--- src/rtl/move_pkg.sv ---
package move_pkg;

    localparam int INSTR_W  = 16;
    localparam int ADDR_W   = 8;
    localparam int N_FU     = 3;
    localparam int FU_IDX_W = 2;

    localparam int FU_ADD   = 0;
    localparam int FU_SUB   = 1;
    localparam int FU_LOGIC = 2;

    localparam logic [3:0] UNIT_CTRL = 4'h0;
    localparam logic [3:0] FU_BASE   = 4'h1;
    localparam logic [3:0] UNIT_COMM = 4'h4;

    localparam logic [3:0] PORT_IMM  = 4'h0;
    localparam logic [3:0] PORT_PC   = 4'h1;
    localparam logic [3:0] PORT_CIN  = 4'h0;
    localparam logic [3:0] PORT_COUT = 4'h1;
    localparam logic [3:0] PORT_OP1  = 4'h0;
    localparam logic [3:0] PORT_RES  = 4'h8;

    typedef enum logic [1:0] {SRC_NONE, SRC_IMM, SRC_RES, SRC_IN} src_kind_e;
    typedef enum logic [2:0] {DST_NONE, DST_PC, DST_OP1, DST_TRIG, DST_OUT} dst_kind_e;
    typedef enum logic [1:0] {ST_RUN, ST_IMM, ST_HALT} core_state_e;

    function automatic int trig_ports(int kind);
        return (kind == FU_LOGIC) ? 3 : 1;
    endfunction

endpackage

--- src/rtl/move_decode.sv ---
module move_decode
    import move_pkg::*;
(
    input  logic [ADDR_W-1:0]   src_addr,
    input  logic [ADDR_W-1:0]   dst_addr,
    output src_kind_e           src_kind,
    output logic [FU_IDX_W-1:0] src_fu,
    output dst_kind_e           dst_kind,
    output logic [FU_IDX_W-1:0] dst_fu,
    output logic [1:0]          trig_op
);

    logic [3:0] s_unit, s_port, d_unit, d_port;

    always_comb begin
        s_unit   = src_addr[7:4];
        s_port   = src_addr[3:0];
        d_unit   = dst_addr[7:4];
        d_port   = dst_addr[3:0];
        src_kind = SRC_NONE;
        src_fu   = '0;
        dst_kind = DST_NONE;
        dst_fu   = '0;
        trig_op  = '0;

        if (s_unit == UNIT_CTRL && s_port == PORT_IMM) begin
            src_kind = SRC_IMM;
        end else if (s_unit == UNIT_COMM && s_port == PORT_CIN) begin
            src_kind = SRC_IN;
        end
        for (int g = 0; g < N_FU; g++) begin
            if (s_unit == FU_BASE + 4'(g) && s_port == PORT_RES) begin
                src_kind = SRC_RES;
                src_fu   = FU_IDX_W'(g);
            end
        end

        if (d_unit == UNIT_CTRL && d_port == PORT_PC) begin
            dst_kind = DST_PC;
        end else if (d_unit == UNIT_COMM && d_port == PORT_COUT) begin
            dst_kind = DST_OUT;
        end
        for (int g = 0; g < N_FU; g++) begin
            if (d_unit == FU_BASE + 4'(g)) begin
                if (d_port == PORT_OP1) begin
                    dst_kind = DST_OP1;
                    dst_fu   = FU_IDX_W'(g);
                end else if (d_port <= 4'(trig_ports(g))) begin
                    dst_kind = DST_TRIG;
                    dst_fu   = FU_IDX_W'(g);
                    trig_op  = 2'(d_port - 4'd1);
                end
            end
        end
    end

endmodule

--- src/rtl/move_arith_fu.sv ---
module move_arith_fu #(
    parameter int DATA_W   = 16,
    parameter bit SUBTRACT = 1'b0
) (
    input  logic              clk,
    input  logic              rst_n,
    input  logic              op1_we,
    input  logic              trig_we,
    input  logic [DATA_W-1:0] bus_data,
    output logic [DATA_W-1:0] result
);

    typedef struct packed {
        logic [DATA_W-1:0] op1;
        logic [DATA_W-1:0] res;
    } arith_regs_t;

    arith_regs_t r_d, r_q;
    logic [DATA_W-1:0] calc;

    generate
        if (SUBTRACT) begin : g_sub
            assign calc = r_q.op1 - bus_data;
        end else begin : g_add
            assign calc = r_q.op1 + bus_data;
        end
    endgenerate

    always_comb begin
        r_d = r_q;
        if (op1_we)  r_d.op1 = bus_data;
        if (trig_we) r_d.res = calc;
    end

    always_ff @(posedge clk or negedge rst_n) begin
        if (!rst_n) r_q <= '0;
        else        r_q <= r_d;
    end

    assign result = r_q.res;

    // latching the first operand alone leaves the result untouched
    p_op1_hold_r3: assert property (@(posedge clk) disable iff (!rst_n)
        (op1_we && !trig_we) |=> $stable(result));

endmodule

--- src/rtl/move_logic_fu.sv ---
module move_logic_fu #(
    parameter int DATA_W = 16
) (
    input  logic              clk,
    input  logic              rst_n,
    input  logic              op1_we,
    input  logic              trig_we,
    input  logic [1:0]        trig_op,
    input  logic [DATA_W-1:0] bus_data,
    output logic [DATA_W-1:0] result
);

    typedef struct packed {
        logic [DATA_W-1:0] op1;
        logic [DATA_W-1:0] res;
    } logic_regs_t;

    logic_regs_t r_d, r_q;
    logic [DATA_W-1:0] calc;

    always_comb begin
        case (trig_op)
            2'd0:    calc = r_q.op1 & bus_data;
            2'd1:    calc = r_q.op1 | bus_data;
            default: calc = r_q.op1 ^ bus_data;
        endcase
        r_d = r_q;
        if (op1_we)  r_d.op1 = bus_data;
        if (trig_we) r_d.res = calc;
    end

    always_ff @(posedge clk or negedge rst_n) begin
        if (!rst_n) r_q <= '0;
        else        r_q <= r_d;
    end

    assign result = r_q.res;

    // latching the first operand alone leaves the result untouched
    p_op1_hold_r3: assert property (@(posedge clk) disable iff (!rst_n)
        (op1_we && !trig_we) |=> $stable(result));

endmodule

--- src/rtl/move_comm.sv ---
module move_comm #(
    parameter int DATA_W = 16
) (
    input  logic              clk,
    input  logic              rst_n,
    input  logic              rd_req,
    input  logic              in_valid,
    input  logic [DATA_W-1:0] in_data,
    output logic              in_ready,
    output logic              rd_ok,
    output logic [DATA_W-1:0] rd_data,
    input  logic              wr_en,
    input  logic [DATA_W-1:0] wr_data,
    output logic [DATA_W-1:0] out_data,
    output logic              out_valid
);

    typedef struct packed {
        logic [DATA_W-1:0] data;
        logic              valid;
    } comm_regs_t;

    comm_regs_t r_d, r_q;

    always_comb begin
        r_d       = r_q;
        r_d.valid = wr_en;
        if (wr_en) r_d.data = wr_data;
    end

    always_ff @(posedge clk or negedge rst_n) begin
        if (!rst_n) r_q <= '0;
        else        r_q <= r_d;
    end

    assign in_ready  = rd_req;
    assign rd_ok     = rd_req && in_valid;
    assign rd_data   = in_data;
    assign out_data  = r_q.data;
    assign out_valid = r_q.valid;

    // every output move is visible on the next cycle with its value
    p_out_follows_r9: assert property (@(posedge clk) disable iff (!rst_n)
        wr_en |=> (out_valid && out_data == $past(wr_data)));

endmodule

--- src/rtl/move_core.sv ---
module move_core
    import move_pkg::*;
#(
    parameter int DATA_W = 16,
    parameter int PC_W   = 8
) (
    input  logic               clk,
    input  logic               rst_n,
    output logic [PC_W-1:0]    imem_addr,
    input  logic [INSTR_W-1:0] imem_rdata,
    input  logic [DATA_W-1:0]  in_data,
    input  logic               in_valid,
    output logic               in_ready,
    output logic [DATA_W-1:0]  out_data,
    output logic               out_valid,
    output logic               error,
    output logic               halted
);

    typedef struct packed {
        logic [PC_W-1:0]   pc;
        core_state_e       st;
        logic              err;
        logic [ADDR_W-1:0] imm_dst;
    } core_regs_t;

    core_regs_t r_d, r_q;

    logic [ADDR_W-1:0]   dst_addr;
    src_kind_e           src_kind;
    dst_kind_e           dst_kind;
    logic [FU_IDX_W-1:0] src_fu, dst_fu;
    logic [1:0]          trig_op;
    logic                move_en, rd_req, rd_ok;
    logic [DATA_W-1:0]   bus_val, rd_data;
    logic [DATA_W-1:0]   fu_res [N_FU];
    logic [N_FU-1:0]     op1_we, trig_we;

    assign dst_addr = (r_q.st == ST_IMM) ? r_q.imm_dst : imem_rdata[7:0];

    move_decode u_dec (
        .src_addr (imem_rdata[15:8]),
        .dst_addr (dst_addr),
        .src_kind (src_kind),
        .src_fu   (src_fu),
        .dst_kind (dst_kind),
        .dst_fu   (dst_fu),
        .trig_op  (trig_op)
    );

    assign rd_req = (r_q.st == ST_RUN) && (src_kind == SRC_IN) && (dst_kind != DST_NONE);

    always_comb begin
        r_d     = r_q;
        move_en = 1'b0;
        bus_val = '0;
        case (r_q.st)
            ST_RUN: begin
                if (src_kind == SRC_NONE || dst_kind == DST_NONE) begin
                    r_d.err = 1'b1;
                    r_d.st  = ST_HALT;
                end else if (src_kind == SRC_IMM) begin
                    r_d.imm_dst = imem_rdata[7:0];
                    r_d.pc      = r_q.pc + 1'b1;
                    r_d.st      = ST_IMM;
                end else if (src_kind == SRC_RES) begin
                    move_en = 1'b1;
                    bus_val = fu_res[src_fu];
                end else if (rd_ok) begin
                    move_en = 1'b1;
                    bus_val = rd_data;
                end
            end
            ST_IMM: begin
                move_en = 1'b1;
                bus_val = DATA_W'(imem_rdata);
                r_d.st  = ST_RUN;
            end
            default: ;
        endcase
        if (move_en) begin
            r_d.pc = (dst_kind == DST_PC) ? PC_W'(bus_val) : r_q.pc + 1'b1;
        end
    end

    always_ff @(posedge clk or negedge rst_n) begin
        if (!rst_n) r_q <= '{pc: '0, st: ST_RUN, err: 1'b0, imm_dst: '0};
        else        r_q <= r_d;
    end

    generate
        for (genvar g = 0; g < N_FU; g++) begin : g_fu
            assign op1_we[g]  = move_en && dst_kind == DST_OP1  && dst_fu == FU_IDX_W'(g);
            assign trig_we[g] = move_en && dst_kind == DST_TRIG && dst_fu == FU_IDX_W'(g);
            if (g == FU_LOGIC) begin : g_logic
                move_logic_fu #(.DATA_W(DATA_W)) u_fu (
                    .clk      (clk),
                    .rst_n    (rst_n),
                    .op1_we   (op1_we[g]),
                    .trig_we  (trig_we[g]),
                    .trig_op  (trig_op),
                    .bus_data (bus_val),
                    .result   (fu_res[g])
                );
            end else begin : g_arith
                move_arith_fu #(.DATA_W(DATA_W), .SUBTRACT(g == FU_SUB)) u_fu (
                    .clk      (clk),
                    .rst_n    (rst_n),
                    .op1_we   (op1_we[g]),
                    .trig_we  (trig_we[g]),
                    .bus_data (bus_val),
                    .result   (fu_res[g])
                );
            end
        end
    endgenerate

    move_comm #(.DATA_W(DATA_W)) u_comm (
        .clk       (clk),
        .rst_n     (rst_n),
        .rd_req    (rd_req),
        .in_valid  (in_valid),
        .in_data   (in_data),
        .in_ready  (in_ready),
        .rd_ok     (rd_ok),
        .rd_data   (rd_data),
        .wr_en     (move_en && dst_kind == DST_OUT),
        .wr_data   (bus_val),
        .out_data  (out_data),
        .out_valid (out_valid)
    );

    assign imem_addr = r_q.pc;
    assign error     = r_q.err;
    assign halted    = (r_q.st == ST_HALT);

    // the error flag never clears once set
    p_err_sticky_r10: assert property (@(posedge clk) disable iff (!rst_n)
        error |=> error);

    // a halted core stays halted with a frozen fetch address
    p_halt_frozen_r10: assert property (@(posedge clk) disable iff (!rst_n)
        halted |=> (halted && $stable(imem_addr)));

    // an input read with no valid data holds the fetch address
    p_stall_hold_r8: assert property (@(posedge clk) disable iff (!rst_n)
        (in_ready && !in_valid) |=> $stable(imem_addr));

endmodule

--- config.mk ---
export PLATFORM = sky130hd
export DESIGN_NAME = move_core
export DESIGN_NICKNAME = d
export VERILOG_FILES = /design/src/rtl/move_pkg.sv /design/src/rtl/move_decode.sv /design/src/rtl/move_arith_fu.sv /design/src/rtl/move_logic_fu.sv /design/src/rtl/move_comm.sv /design/src/rtl/move_core.sv
export SDC_FILE = /design/constraint.sdc
export NUM_CORES = 1
export LEC_CHECK = 0
export ABC_AREA = 1
export BUFFER_PORTS_ARGS = -buffer_cell sky130_fd_sc_hd__clkbuf_2
export CORE_MARGIN = 8
export CORE_UTILIZATION = 31
export CTS_CLUSTER_SIZE = 12
export DETAILED_ROUTE_END_ITERATION = 10
export PLACE_DENSITY = 0.52
export SLEW_MARGIN = 5
export SYNTH_ARGS = -nofsm -noshare
export SYNTH_HDL_FRONTEND = slang
export SYNTH_SLANG_ARGS = --single-unit
export TNS_END_PERCENT = 100
--- constraint.sdc ---
create_clock -name clk -period 12.35 [get_ports clk]
set_input_delay 0.6175 -clock clk [delete_from_list [all_inputs] [get_ports clk]]
set_output_delay 0.6175 -clock clk [all_outputs]
set_load 0.05 [all_outputs]
==> Yosys cells after proc, flatten, opt, wreduce, memory -nomap -nowiden <==
Cells that the tools add are included.
Widths: inputs -> output; s select.
{ "totals": {"register_bits": 132, "word_cells": 140} }
{ "op_classes": {"add_sub_neg": 4, "n_lt_le_gt_ge": 3, "n_eq_ne": 24, "muxes": 55, "n_bitwise": 5, "reduce_logical": 37} }
{ "op_table": {"columns": ["cell", "count"], "rows": [
  ["$mux 16", 6],
  ["$pmux 16 s2", 2],
  ["$mux 2", 21],
  ["$mux 8", 5],
  ["$mux 3", 11],
  ["$bmux 16 s2", 1],
  ["$logic_and 1x1->1", 19],
  ["$add 16x16->16", 1],
  ["$and 16x16->16", 1],
  ["$eq 4x2->1 const B", 4],
  ["$logic_not 4->1", 4],
  ["$or 16x16->16", 1],
  ["$sub 16x16->16", 1],
  ["$xor 16x16->16", 1],
  ["$eq 4x1->1 const B", 3],
  ["$mux 10", 1],
  ["$add 8x1->8 const B", 1],
  ["$eq 2x1->1 const B", 4],
  ["$eq 2x2->1 const B", 4],
  ["$eq 4x3->1 const B", 2],
  ["$logic_not 2->1", 4],
  ["$eq 3x2->1 const B", 2],
  ["$mux 1", 6],
  ["$reduce_and 3->1", 2],
  ["other kinds (18)", 21]
]} }

==> Depth between registers and ports, before layout <==
Gate-level depths: netlist of run 1.
{ "depth": {"ltp_word": 25, "depth_mapped": 37, "depth_no_buf": 36} }

==> By module <==
Synthesis of run 1 repeated with hierarchy kept, for this count alone.
{ "unflattened": {"hier_cells": 1404, "area_unflattened_um2": 10054.6} }
{ "modules_own_cells": {"columns": ["mod", "instances", "cells_each", "area_per_inst_um2", "seq_area_each_um2"], "rows": [
  ["move_logic_fu", 1, 286, 2329.7, 800.8],
  ["move_arith_fu (g_fu[1].g_arith.u_fu)", 1, 329, 2260.9, 800.8],
  ["move_arith_fu (g_fu[0].g_arith.u_fu)", 1, 285, 2219.6, 800.8],
  ["move_core", 1, 343, 2053.2, 475.5],
  ["move_comm", 1, 88, 804.5, 425.4],
  ["move_decode", 1, 73, 386.6, 0.0]
]} }

==> Worst setup path before layout of run 1 <==
OpenSTA, ideal clock, no wires.
{ "synth_path": {"path_type": "register to register", "startpoint": "reg r_q[10] in the netlist's numbering", "endpoint": "reg g_fu[0].g_arith.u_fu.r_q, in the netlist g_fu[0].g_arith.u_fu.result[14]", "setup_ps": 121, "t_arrival_ps": 4498, "t_required_ps": 12229, "setup_slack_ps": 7731, "path_stages_with_launch": 36, "n_path_buf": 2, "cell_sequence": "dfrtp_1 -> inv_2 -> nand2_4 -> clkbuf_1 -> o21ai_0 -> ha_1 -> inv_1 -> nand2_1 -> nand2_1 -> nor2_2 -> nand2_1 -> nand3_1 -> nand2_1 -> nand2_1 -> nand2_1 -> nand2_2 -> nand4_1 -> nor2_4 -> buf_6 -> nand3_1 -> o21ai_2 -> inv_1 -> fa_1 -> nor2_1 -> nor2_1 -> o21ai_0 -> nand3_1 -> nand2_1 -> nand2_1 -> nand2_1 -> nand3_1 -> nand2_1 -> a21oi_1 -> o21bai_1 -> xor2_1 -> o21ai_1"} }
{ "synth_rtl": {"columns": ["item", "line_no", "source"], "rows": [
  ["start: declaration", "move_core.sv:27", "core_regs_t r_d, r_q;"],
  ["start signal: assignment", "move_core.sv:87", "if (!rst_n) r_q <= '{pc: '0, st: ST_RUN, err: 1'b0, imm_dst: '0};"],
  ["start signal: assignment", "move_core.sv:88", "else r_q <= r_d;"],
  ["$eq 2x1->1", "move_core.sv:39, move_core.sv:57", null],
  ["$mux 8", "move_core.sv:39", "assign dst_addr = (r_q.st == ST_IMM) ? r_q.imm_dst : imem_rdata[7:0];"],
  ["$eq 4x3->1 or $eq 4x1->1 (tied branches)", "move_decode.sv:40, move_decode.sv:38", null],
  ["$logic_and 1x1->1", "move_decode.sv:40", "end else if (d_unit == UNIT_COMM && d_port == PORT_COUT) begin"],
  ["$mux 3", "move_decode.sv:40", null],
  ["$mux 3", "move_decode.sv:38", "if (d_unit == UNIT_CTRL && d_port == PORT_PC) begin"],
  ["$mux 3", "move_decode.sv:48", "end else if (d_port <= 4'(trig_ports(g))) begin"],
  ["$mux 3", "move_decode.sv:45", "if (d_port == PORT_OP1) begin"],
  ["(+9 left out)", null, null],
  ["$logic_and 1x1->1", "move_comm.sv:37", "assign rd_ok = rd_req && in_valid;"],
  ["$mux 16", "move_core.sv:69", "end else if (rd_ok) begin"],
  ["$mux 16", "move_core.sv:66", "end else if (src_kind == SRC_RES) begin"],
  ["$mux 16", "move_core.sv:62", "end else if (src_kind == SRC_IMM) begin"],
  ["$mux 16", "move_core.sv:59", "if (src_kind == SRC_NONE || dst_kind == DST_NONE) begin"],
  ["$pmux 16 s2 (*)", "move_core.sv:57", "case (r_q.st)"],
  ["via bus_val[1]", "move_core.sv:35", "logic [DATA_W-1:0] bus_val, rd_data;"],
  ["$add 16x16->16 (*)", "move_arith_fu.sv:25", "assign calc = r_q.op1 + bus_data;"],
  ["end signal: assignment", "move_arith_fu.sv:37", "else r_q <= r_d;"],
  ["end: declaration", "move_arith_fu.sv:18", "arith_regs_t r_d, r_q;"]
]} }
The timed path passes the listed nets; every way through them passes the cells marked *.
A chain may end at the register's enable or synchronous reset.

==> Worst setup path in the final report of run 1 <==
{ "layout_path": {"startpoint": "reg r_q[10] in the netlist's numbering", "endpoint": "reg g_fu[1].g_arith.u_fu.r_q, in the netlist g_fu[1].g_arith.u_fu.result[15]"} }
{ "layout_rtl": {"columns": ["item", "line_no", "source"], "rows": [
  ["$eq 2x1->1", "move_core.sv:39, move_core.sv:57", null],
  ["$mux 8", "move_core.sv:39", null],
  ["$eq 4x3->1 or $eq 4x1->1 (tied branches)", "move_decode.sv:40, move_decode.sv:38", null],
  ["$logic_and 1x1->1", "move_decode.sv:40", null],
  ["$mux 3", "move_decode.sv:40", null],
  ["$mux 3", "move_decode.sv:38", null],
  ["$mux 3", "move_decode.sv:48", null],
  ["$mux 3", "move_decode.sv:45", null],
  ["(+9 left out)", null, null],
  ["$logic_and 1x1->1", "move_comm.sv:37", null],
  ["$mux 16", "move_core.sv:69", null],
  ["$mux 16", "move_core.sv:66", null],
  ["$mux 16", "move_core.sv:62", null],
  ["$mux 16", "move_core.sv:59", null],
  ["$pmux 16 s2 (*)", "move_core.sv:57", null],
  ["via bus_val[2]", "move_core.sv:35", null],
  ["$sub 16x16->16 (*)", "move_arith_fu.sv:23", "assign calc = r_q.op1 - bus_data;"],
  ["end signal: assignment", "move_arith_fu.sv:37", null],
  ["end: declaration", "move_arith_fu.sv:18", null]
]} }
Marks and branches as above.

==> results of run 1 <==
## worst paths after layout
kind	slack, ns	to	from
worst max-delay path	6.32	g_fu[1].g_arith.u_fu.result[15]	r_q[10]
max in group asynchronous	10.90	g_fu[1].g_arith.u_fu.result[4]	rst_n
min in group clk	0.46	error	error
worst max register to register	6.32	g_fu[1].g_arith.u_fu.result[15]	r_q[10]
worst min-delay path	0.28	g_fu[0].g_arith.u_fu.r_q[29]	rst_n
worst min register to register	0.46	error	error
## layout make-up
cell class / instances / area (µm²)
clock buffers: 17 / 425
multi-input cells: 743 / 4330
flip-flops and latches: 132 / 3300
clock inverters: 15 / 241
inverters: 95 / 357
well taps: 335 / 419
repair buffers: 68 / 362
fillers: 2765 / 16700
## power groups by stage
stage / Sequential [mW] / Combinational (mW) / Clock, mW
after floorplan: 0.444 / 0.0124 / 0
after global placement: 0.445 / 0.0334 / 0
after detailed placement: 0.445 / 0.0333 / 0
after CTS: 0.437 / 0.0335 / 0.592
after global routing: 0.437 / 0.0373 / 0.611
final: 0.437 / 0.0322 / 0.582
## per-stage QoR
step / instances / hold slack [ns] / instance area, µm² / util [%] / power [mW]
CTS: 1405 / 0.309 / 9440 / 36.1 / 1.06
floorplan: 1016 / 0.322 / 8260 / - / 0.457
detailed placement: 1373 / 0.452 / 8770 / 33.6 / 0.478
global route: 1405 / 0.338 / 9440 / 36.1 / 1.09
global placement: 1373 / 0.451 / 8770 / 33.6 / 0.478
finish: 1405 / 0.277 / 9440 / 36.1 / 1.05
## state kept, by name (all words and copies together), names as in the netlist
name                      flops
error                         1
u_comm.out_valid              1
u_comm.out_data              16
g_fu.g_arith.u_fu.result     32
g_fu.g_arith.u_fu.r_q        32
r_q                          10
g_fu.g_logic.u_fu.result     16
imem_addr                     8
g_fu.g_logic.u_fu.r_q        16
## layer usage
layer / track usage (%) / up-vias
met4: 4.65 / 0
met2: 22.7 / 177
met3: 3.20 / 35
li1: - / 3493
met1: 22.6 / 3350
met5: 0 / -
## critical path, delay by kind of cell (launching register included)
kind,cells,cell delay (ns)
AO/OA/AOI/OAI,8,1.88
adder cells (fa/ha/maj),2,0.66
buffers and inverters,4,0.81
flip-flops,1,0.41
AND/OR/NAND/NOR,18,2.17
## cells by family after synthesis
logic type,after synthesis,synth area share (%)
compound gates,273,18.5
xor+xnor,32,3.39
flops,132,40.0
buf+inv,141,7.62
simple gates,370,20.1
fa+ha+maj,68,10.5
## layout by cell type (no fill, tap or decap), drive strengths merged, types with 5 or more instances in the layout
cell / instances
o21a: 5
o21ai: 153
ha: 66
a21oi: 76
o31ai: 12
nor3: 8
xnor2: 14
clkbuf: 78
o221ai: 16
nand4: 9
nand2: 258
nor2: 33
inv: 101
bufinv: 5
nand3: 54
dfrtp: 132
buf: 7
xor2: 18
==> impl_metrics.yaml, run 1 <==
synthesis:
  synthDistinctLibCells: 45
  yosysMostFrequentCell: "nand2_1"
  synth_top_area_share_pct: 40.0
  syn_avg_cell_area_um2: 8.13
  yosys.area.top_type: "dfrtp_1"
  netlist_area_um2: 8260
  synth_area_leaders: "dfrtp_1 (40%), nand2_1 (11%), ha_1 (10%), o21ai_1 (5.3%), a21oi_1 (4.5%)"
  syn_inst: 1016
  ys.flop_type: "dfrtp_1"
  synth_commonest_cells: "nand2_1 (247), dfrtp_1 (132), o21ai_1 (88)"
  yosysSeqAreaShare_pct: 40.0
  synth.net_count: 1119
  synth-edff-count: 0
  yosysWarnings: 0
  synth-seq-cells: 132
  synthArstFlopShare_pct: 100
placement:
  dp_hpwl_mm: 17.9
  io_buffers: 62
  place_ws_ns: 6.31
  gp_congestion: 0.886
cts:
  htree_levels: 4
  clkTransAtPathRegs_ns: 0.06
  cts_sinks: 132
  cts_buffer_depth: 2
  cts-root-buf: "clkbuf_16"
  clk_latency_ns: 0.42
  cts.repair.resized: 0
  numCtsBuffers: 17
  post_cts_buffers: 0
  cts_hold_buffers: 0
  tritoncts: "yes"
timing:
  fmax_mhz: 166
  worst_pin_slew_ns: 1.10
  maxSlewHeadroom_pct: 26.4
  post-route-min-period_ns: 6.03
  drv_slew: 0
  setup_slack_ns: 6.32
  skew_ns: 0.0103
  tns_ns: 0
  post-route-period-util_pct: 48.8
  rsz0062_at_grt: "no"
  setup_viol: 0
  hold_violations: 0
floorplan:
  pin_count: 63
  num_rows: 59
  core-area_um2: 26100
  die_x_um: 179
  die_y_um: 179
  start_util_pct: 31.6
  dieArea_um2: 32100
drt:
  dr_wl_met3_mm: 1.21
  wirelength_mm: 24.0
  viasPerCell: 5.02
  drt_pass1_iterations: 5
  route.detailed.drc: 0
  vias: 7055
  route.met2.wl_mm: 9.94
  wl_per_cell_um: 17.1
  dr.max_layer_used: "met4"
  postRouteAntennaNets: 0
  drt-initial-drc-count: 525
  wl_met1_mm: 12.4
worst_setup_path:
  critPathCaptureType: "flop"
  critPathArrivalTime_ns: 6.34
  crit_path_max_incr_delay_ns: 0.44
  path_max_fanout: 28
  slowest_stage: "nor2_4"
  cp-start-kind: "flop"
  reg2regPathDepth: 32
  worstSetupPathType: "reg -> reg"
  cp_common_cell: "nand2_1"
  required_ns: 12.66
power:
  peakVddDrop_mv: 0.0650
  power_frac_comb_pct: 3.1
  p_leak_nw: 4.45
  power_frac_seq_pct: 41.6
  clock_power_share_pct: 55.4
  p_sw_uw: 242
  internal_power_uw: 809
  powerDensity_nw_per_um2: 111
  sw_frac_of_total_pct: 23.0
grt:
  grt_max_degree: 86
  antenna_found_initial: 0
  grt_pass1_wl_mm: 38.5
  track_usage_pct: 15.5
  grt-ovfl-total: 0
  grt_pass1_vias: 6814
flow_run:
  cap_violations: 0
final_layout:
  syn2layout_area_growth_pct: 14.2
  drive_gt1_share_pct: 14.2
  fin_nets: 1160
  antenna_cells: 0
hold_path:
  hp-class: "in -> async"
status:
  outcome: "finished, final reports clean"
Note: power is estimated with default switching activity, not from simulation.
==> inputs of run 2 (changes only) <==
- clock period: 12.35 -> 5.7 ns (I/O delays scaled with it)
==> impl_metrics.yaml, run 2 (synthesis gave the netlist of run 1 again) <==
power:
  p_leak_nw: 4.45
  peakVddDrop_mv: 0.161
  powerDensity_nw_per_um2: 227
  total_power_mw: 2.14
floorplan:
  core-area_um2: 26100
  num_rows: 59
  start_util_pct: 31.6
  die_x_um: 179
  die_y_um: 179
  dieArea_um2: 32100
  pin_count: 63
worst_setup_path:
  worstSetupPathType: "reg -> reg"
  cp_common_cell: "nand2_1"
  critPathCaptureType: "flop"
  cp-start-kind: "flop"
  critPathArrivalTime_ns: 5.39
  crit_path_max_incr_delay_ns: 0.55
  required_ns: 6.00
  path_max_fanout: 28
  slowest_stage: "dfrtp_1"
final_layout:
  layout_commonest_cell: "nand2_1"
  drive_gt1_share_pct: 14.8
  instances_no_fill: 1415
  final_cell_mix: "nand2_1 (247), dfrtp_1 (132), o21ai_1 (90), inv_1 (78), a21oi_1 (75)"
  design_area_um2: 9440
  nFillCells: 2794
  antenna_cells: 0
  fin_nets: 1170
  syn2layout_area_growth_pct: 14.2
cts:
  numCtsBuffers: 17
  cts_sinks: 132
  cts_buffer_depth: 2
  clk_latency_ns: 0.43
  tritoncts: "yes"
  clkTransAtPathRegs_ns: 0.06
  htree_levels: 4
  cts-root-buf: "clkbuf_16"
timing:
  post-route-period-util_pct: 89.4
  maxSlewHeadroom_pct: 26.8
  drv_slew: 0
  rsz0062_at_grt: "no"
  setup_viol: 0
  setup_slack_ns: 0.606
  hold_violations: 0
  tns_ns: 0
  skew_ns: 0.00988
  worst_pin_slew_ns: 1.10
  fmax_mhz: 196
  post-route-min-period_ns: 5.09
placement:
  postPlaceCellArea_um2: 8820
  dp_cells: 1380
  dp_hpwl_mm: 18.0
  place_ws_ns: 0.332
  io_buffers: 62
  gp_congestion: 0.849
grt:
  grt_max_degree: 75
  grt_pass1_vias: 6789
  antenna_found_initial: 0
  grt_pass1_wl_mm: 38.6
  grt-ovfl-total: 0
  track_usage_pct: 15.6
hold_path:
  hp-class: "in -> reg"
drt:
  route.detailed.drc: 0
  postRouteAntennaNets: 0
  drt-initial-drc-count: 502
  vias: 6934
  drt_pass1_iterations: 5
  wirelength_mm: 24.0
  viasPerCell: 4.90
  wl_per_cell_um: 16.9
flow_run:
  cap_violations: 0
status:
  outcome: "finished, final reports clean"
[run 2: changes by cell type in the layout (fill, tap and decap cells not counted), moves of 2 or more]
cell | previous run | this run
buf_4 | 6 | 15
inv_6 | 5 | 3
o21ai_1 | 88 | 90
bufinv_16 | 5 | 2
clkinv_2 | 0 | 2
o21ai_0 | 58 | 56
[run 2: path summary, 6_finish.rpt]
kind                       slack [ns]                              end          start  depth (start not counted)
max                              0.61  g_fu[0].g_arith.u_fu.result[14]         r_q[9]                         33
min                              0.16                           r_q[0]  imem_rdata[0]                          3
min in group asynchronous        0.44  g_fu[2].g_logic.u_fu.result[13]          rst_n                          2
min reg2reg                      0.46                            error          error                          2
max in group asynchronous        4.03     g_fu[1].g_arith.u_fu.r_q[20]          rst_n                          3
max reg2reg                      0.61  g_fu[0].g_arith.u_fu.result[14]         r_q[9]                         33
[run 2: per-layer routing]
metal  GRT usage (%)  vias to the layer above  share of wire [%]
met3            3.29                       25                4.9
met1            23.0                     3235                 52
met4            4.10                        0                1.4
met5               0                        -                  0
li1                -                     3517                  -
met2            22.4                      157                 42
[run 2: stage by stage]
stage          hold slack [ns]  utilization (%)
6_report                 0.159             36.1
4_1_cts                  0.162             36.1
3_5_place_dp             0.369             33.8
2_1_floorplan          -0.0106                -
3_3_place_gp             0.371             33.8
5_1_grt                  0.206             36.1
[run 2: critical path, delay by kind of cell (launching register included)]
kind	cells	cell delay, ns
AOI/OAI and AO/OA	6	1.10
xor gates and xnor gates	1	0.17
DFF	1	0.55
and+or+nand+nor	21	2.13
adders and majority gates	3	0.85
buffers and inverters	2	0.11
[run 2: cell type report]
type                            count  area (µm²)  area share [%]
Timing Repair Buffer               78         439            4.65
Sequential cell                   132        3300            35.0
Clock buffer                       19         443            4.69
Inverter                           95         357            3.78
Multi-Input combinational cell    743        4330            45.9
Tap cell                          335         419            4.44
Clock inverter                     13         149            1.58
[run 2: report_power, final]
group          switching [mW]  internal [mW]  leakage, nW
Combinational          0.0500         0.0196         2.38
Clock                   0.463          0.663        0.286
Sequential            0.00342          0.943         1.79
Total                   0.516           1.63         4.45
[run 2: repair_timing]
| action | 4_1_cts | 5_1_grt |
|---|---|---|
| setup buffers | 0 | 2 |
| resized for setup | 0 | 3 |
| endpoints found under the setup margin | 0 | 7 |
| hold buffers | 1 | 0 |
| endpoints found under the hold margin | 73 | 0 |
